## src/rtl/alu_slice_pkg.sv

```systemverilog
package alu_slice_pkg;

    localparam logic [2:0] OPC_AND = 3'b000;
    localparam logic [2:0] OPC_OR  = 3'b001;
    localparam logic [2:0] OPC_ADD = 3'b010;
    localparam logic [2:0] OPC_SUB = 3'b110;
    localparam logic [2:0] OPC_SLT = 3'b111;

    typedef enum logic [1:0] {
        PICK_AND  = 2'd0,
        PICK_OR   = 2'd1,
        PICK_SUM  = 2'd2,
        PICK_LESS = 2'd3
    } pick_t;

    typedef struct packed {
        logic  legal;
        logic  neg_b;
        logic  arith_flags;
        pick_t pick;
    } ctrl_t;

endpackage

```

## src/rtl/alu_op_decode.sv

```systemverilog
module alu_op_decode
    import alu_slice_pkg::*;
(
    input  logic [2:0] op,
    output ctrl_t      ctrl
);
    ctrl_t ctrl_d;

    always_comb begin
        ctrl_d.legal       = 1'b1;
        ctrl_d.neg_b       = op[2];
        ctrl_d.arith_flags = 1'b0;
        ctrl_d.pick        = PICK_AND;
        case (op)
            OPC_AND: ctrl_d.pick = PICK_AND;
            OPC_OR:  ctrl_d.pick = PICK_OR;
            OPC_ADD: begin
                ctrl_d.pick        = PICK_SUM;
                ctrl_d.arith_flags = 1'b1;
            end
            OPC_SUB: begin
                ctrl_d.pick        = PICK_SUM;
                ctrl_d.arith_flags = 1'b1;
            end
            OPC_SLT: ctrl_d.pick = PICK_LESS;
            default: begin
                ctrl_d.legal = 1'b0;
                ctrl_d.neg_b = 1'b0;
            end
        endcase
    end

    assign ctrl = ctrl_d;
endmodule

```

## src/rtl/alu_bit_slice.sv

```systemverilog
module alu_bit_slice
    import alu_slice_pkg::*;
(
    input  logic  a,
    input  logic  b,
    input  logic  neg_b,
    input  logic  cin,
    input  logic  less,
    input  pick_t pick,
    output logic  sum,
    output logic  res,
    output logic  cout
);
    logic b_eff;

    always_comb begin
        b_eff = b ^ neg_b;
        sum   = a ^ b_eff ^ cin;
        cout  = (a & b_eff) | (a & cin) | (b_eff & cin);
        case (pick)
            PICK_AND:  res = a & b_eff;
            PICK_OR:   res = a | b_eff;
            PICK_SUM:  res = sum;
            default:   res = less;
        endcase
    end
endmodule

```

## src/rtl/alu_msb_slice.sv

```systemverilog
module alu_msb_slice
    import alu_slice_pkg::*;
(
    input  logic  a,
    input  logic  b,
    input  logic  neg_b,
    input  logic  cin,
    input  pick_t pick,
    output logic  res,
    output logic  cout,
    output logic  set_out,
    output logic  ovf_out
);
    logic sum_top;

    alu_bit_slice u_bit (
        .a     (a),
        .b     (b),
        .neg_b (neg_b),
        .cin   (cin),
        .less  (1'b0),
        .pick  (pick),
        .sum   (sum_top),
        .res   (res),
        .cout  (cout)
    );

    always_comb begin
        ovf_out = cin ^ cout;
        set_out = sum_top ^ ovf_out;
    end
endmodule

```

## src/rtl/alu_zero_flag.sv

```systemverilog
module alu_zero_flag #(
    parameter int W = 32
) (
    input  logic [W-1:0] v,
    output logic         z
);
    assign z = ~|v;
endmodule

```

## src/rtl/slice_alu.sv

```systemverilog
module slice_alu
    import alu_slice_pkg::*;
#(
    parameter int W = 32
) (
    input  logic [2:0]   alu_op,
    input  logic [W-1:0] opa,
    input  logic [W-1:0] opb,
    output logic [W-1:0] result,
    output logic         zero,
    output logic         overflow,
    output logic         carry_out
);
    localparam int TOP = W - 1;

    typedef struct packed {
        logic [W-1:0] result;
        logic         ovf;
        logic         carry;
    } out_t;

    ctrl_t        ctrl;
    logic [W:0]   carry;
    logic [W-1:0] raw;
    logic [W-1:0] sums;
    logic         set_top;
    logic         ovf_top;
    out_t         out_d;

    alu_op_decode u_dec (
        .op   (alu_op),
        .ctrl (ctrl)
    );

    assign carry[0] = ctrl.neg_b;

    generate
        for (genvar i = 0; i < TOP; i++) begin : g_low
            alu_bit_slice u_slice (
                .a     (opa[i]),
                .b     (opb[i]),
                .neg_b (ctrl.neg_b),
                .cin   (carry[i]),
                .less  ((i == 0) ? set_top : 1'b0),
                .pick  (ctrl.pick),
                .sum   (sums[i]),
                .res   (raw[i]),
                .cout  (carry[i+1])
            );
        end
    endgenerate

    assign sums[TOP] = 1'b0;

    alu_msb_slice u_msb (
        .a       (opa[TOP]),
        .b       (opb[TOP]),
        .neg_b   (ctrl.neg_b),
        .cin     (carry[TOP]),
        .pick    (ctrl.pick),
        .res     (raw[TOP]),
        .cout    (carry[W]),
        .set_out (set_top),
        .ovf_out (ovf_top)
    );

    always_comb begin
        out_d.result = ctrl.legal ? raw : '0;
        out_d.ovf    = ctrl.legal & ctrl.arith_flags & ovf_top;
        out_d.carry  = ctrl.legal & ctrl.arith_flags & carry[W];
    end

    assign result    = out_d.result;
    assign overflow  = out_d.ovf;
    assign carry_out = out_d.carry;

    alu_zero_flag #(.W(W)) u_zero (
        .v (out_d.result),
        .z (zero)
    );

    logic [W:0] chk_add;
    always_comb begin
        chk_add = {1'b0, opa} + {1'b0, opb};
        if (alu_op == OPC_ADD) begin
            assert_add_sum_R3: assert ({carry_out, result} == chk_add)
                else $error("add result mismatch");
        end
        if (alu_op == OPC_SLT) begin
            assert_slt_upper_R6: assert (result[W-1:1] == '0)
                else $error("compare upper bits not clear");
        end
        if (alu_op != OPC_ADD && alu_op != OPC_SUB) begin
            assert_no_overflow_R5: assert (!overflow)
                else $error("overflow outside add/sub");
        end
        if (alu_op == 3'b011 || alu_op == 3'b100 || alu_op == 3'b101) begin
            assert_undef_quiet_R8: assert (result == '0 && zero && !carry_out)
                else $error("unassigned code not quiet");
        end
        assert_zero_flag_R7: assert (zero == (result == '0))
            else $error("zero flag mismatch");
    end
endmodule

```

## config.mk

```make
export PLATFORM = sky130hd
export DESIGN_NAME = slice_alu
export DESIGN_NICKNAME = d
export VERILOG_FILES = /design/src/rtl/alu_slice_pkg.sv /design/src/rtl/alu_op_decode.sv /design/src/rtl/alu_bit_slice.sv /design/src/rtl/alu_msb_slice.sv /design/src/rtl/alu_zero_flag.sv /design/src/rtl/slice_alu.sv
export SDC_FILE = /design/constraint.sdc
export NUM_CORES = 1
export LEC_CHECK = 0
export BUFFER_PORTS_ARGS = -buffer_cell sky130_fd_sc_hd__buf_2
export CAP_MARGIN = 0
export CORE_MARGIN = 4
export CORE_UTILIZATION = 45
export DETAILED_ROUTE_END_ITERATION = 16
export GPL_ROUTABILITY_DRIVEN = 1
export PLACE_DENSITY_LB_ADDON = 0.1
export SLEW_MARGIN = 30
export SYNTH_ARGS = -nofsm -noshare
export SYNTH_HDL_FRONTEND = slang
export SYNTH_SLANG_ARGS = --single-unit
```

## constraint.sdc

```tcl
create_clock -name vclk -period 22.7
set_input_delay 2.27 -clock vclk [all_inputs]
set_output_delay 2.27 -clock vclk [all_outputs]
set_load 0.03 [all_outputs]
```

==> run metrics <==
most used cell, CP=fa_1; CORE AREA=5990 um^2; drt pass-1 iters=4; vias in the first global route=2356; Slew @ Worst Pin=0.694 ns; Seq cells=0; DRT Wirelength=6370 um; Yosys cell types=31; setup bufs post-CTS=0; Mapped Cells=349; n_diodes=0; clock group share of total power=0%; Psw=0.0000589 W; Residual DRC=0; part of the power in registers=0%; # fillers=579; largest net degree at the start of global routing=41; syn nets=508; slowest cell delay on critical path=0.44 ns; Sw Share=62.9%; Die ar.=7610 um^2; Boundary Pins=102; most common library cells after synthesis=88 x inv_1, 61 x ha_1, 34 x nand2_1; final setup fails=0; Internal=0.0000348 W; outcome=completed; HP Class=primary input to primary output; hold buffers post-CTS=0; Seq/Total Area, Yosys=0%; Tcrit/Tclk final=81.1%; final hold violations=0; most frequent cell after synthesis=inv_1; vias=2400; Final Critical Period=18.42 ns; Mean Syn Cell Area=8.10 um^2; largest area contributor in the netlist=ha_1; Leak=1.94 nW; Final ANT Viol Nets=0; FMAX=0.0543 GHz; Synth Warn #=0; ranking of synthesized cells by area=ha_1 27%, fa_1 22%, inv_1 12%, xnor2_1 10%, mux2i_1 9.6%; first-pass GRT wire length=10500 um; Die H=87.3 um; Comb pwr share=100.0%; endpoint class of the critical path=primary output; Nets=601; setup TNS=0 ns; CP max-delay cell=buf_4; initial antenna violation count=0; storage element area=0 um^2; Starting Density=47.2%; P per Cell Area=27.7 nW/um^2; via/cell ratio=4.66; CP top delay family=adder cells; Area Growth Syn to Fin=19.6%; share of layout cells above drive strength 1=24.5%; CP Max Fanout=22; Setup CP Type=primary input to primary output; max-cap violation count=0; peak supply drop=16.9 uV; drt wl/cell=12.4 um; gr usage total=16.8%; CLK BUF=0; Remaining Overflow, GRT=0; Worst EP arrival=16.15 ns; Synth top area share=27.0%; Bufs and invs on worst path=4; Rows=28; Max-Slew Margin vs Limit=53.6%; Final Max Tran Viols=0; Worst Path Required=20.43 ns; DIE WIDTH=87.3 um; Post-Place Cells=515; DP HPWL=5350 um; post-route insts no fill=515; DRT iter0 DRCs=59; PortBufs=102; CTS resizes=0; GP Congestion=0.759; RSZ-0062 raised after global routing=no; mapped cell area=2830 um^2; Finished Core Util=56.4%; crit start category=primary input
layout make-up:
cell class         instances  area, um^2  area share [%]
well taps                 75        93.8            2.78
inverters                 88         330            9.77
multi-input cells        248        2430            71.9
repair buffers           104         526            15.5
cell usage in the layout (no fill, tap or decap), drive strengths merged, types with 2 or more instances in the layout:
cell   synthesis  routed
ha            61      61
nor2           5       5
mux2i         27      27
nand2         34      34
xnor2         33      33
o21ai         34      34
buf            9     104
nor4           7       7
fa            31      31
inv           88      88
o22ai          2       2
metal layers:
layer / global-route usage [%] / part of all wire, %
met4: 1.26 / 0.89
met1: 21.8 / 43
met5: 0 / 0
met3: 1.61 / 6.8
met2: 31.0 / 49
cell families (layout without fill, tap and decap cells):
kind of cell    count (synthesis)  after routing  share of synthesized area (%)
buf+inv                       101            192                           14.3
fa+ha+maj                      93             93                           49.3
simple gates                   55             55                           9.08
compound gates                 39             39                           7.22
xor+xnor                       34             34                           10.5
mux                            27             27                           9.56
worst paths after layout:
kind	slack, ns	startpoint	cells past startpoint	endpoint
min	5.05	alu_op[1]	3	result[0]
max	4.28	alu_op[1]	40	zero
stage by stage:
stage | setup slack [ns] | total power, W | cell area (um^2) | hold WS [ns]
6_report | 4.28 | 0.0000937 | 3380 | 5.05
5_1_grt | 3.70 | 0.000107 | 3380 | 5.09
2_1_floorplan | 4.80 | 0.0000659 | 2830 | 4.76
3_5_place_dp | 4.28 | 0.0000945 | 3380 | 5.05
4_1_cts | 4.26 | 0.0000950 | 3380 | 5.05
3_3_place_gp | 4.63 | 0.0000931 | 3370 | 5.03
power by group through the flow:
stage               Combinational [W]  Sequential (W)  Clock, W
floorplan                   0.0000659               0         0
CTS                         0.0000950               0         0
detailed placement          0.0000945               0         0
global placement            0.0000931               0         0
global route                 0.000107               0         0
finish                      0.0000937               0         0
worst min-delay path: stages:
cell and delay, ns:
buf_2 0.13, a22o_1 0.16, buf_2 0.21
No activity file was read; power rests on OpenSTA's default activity.
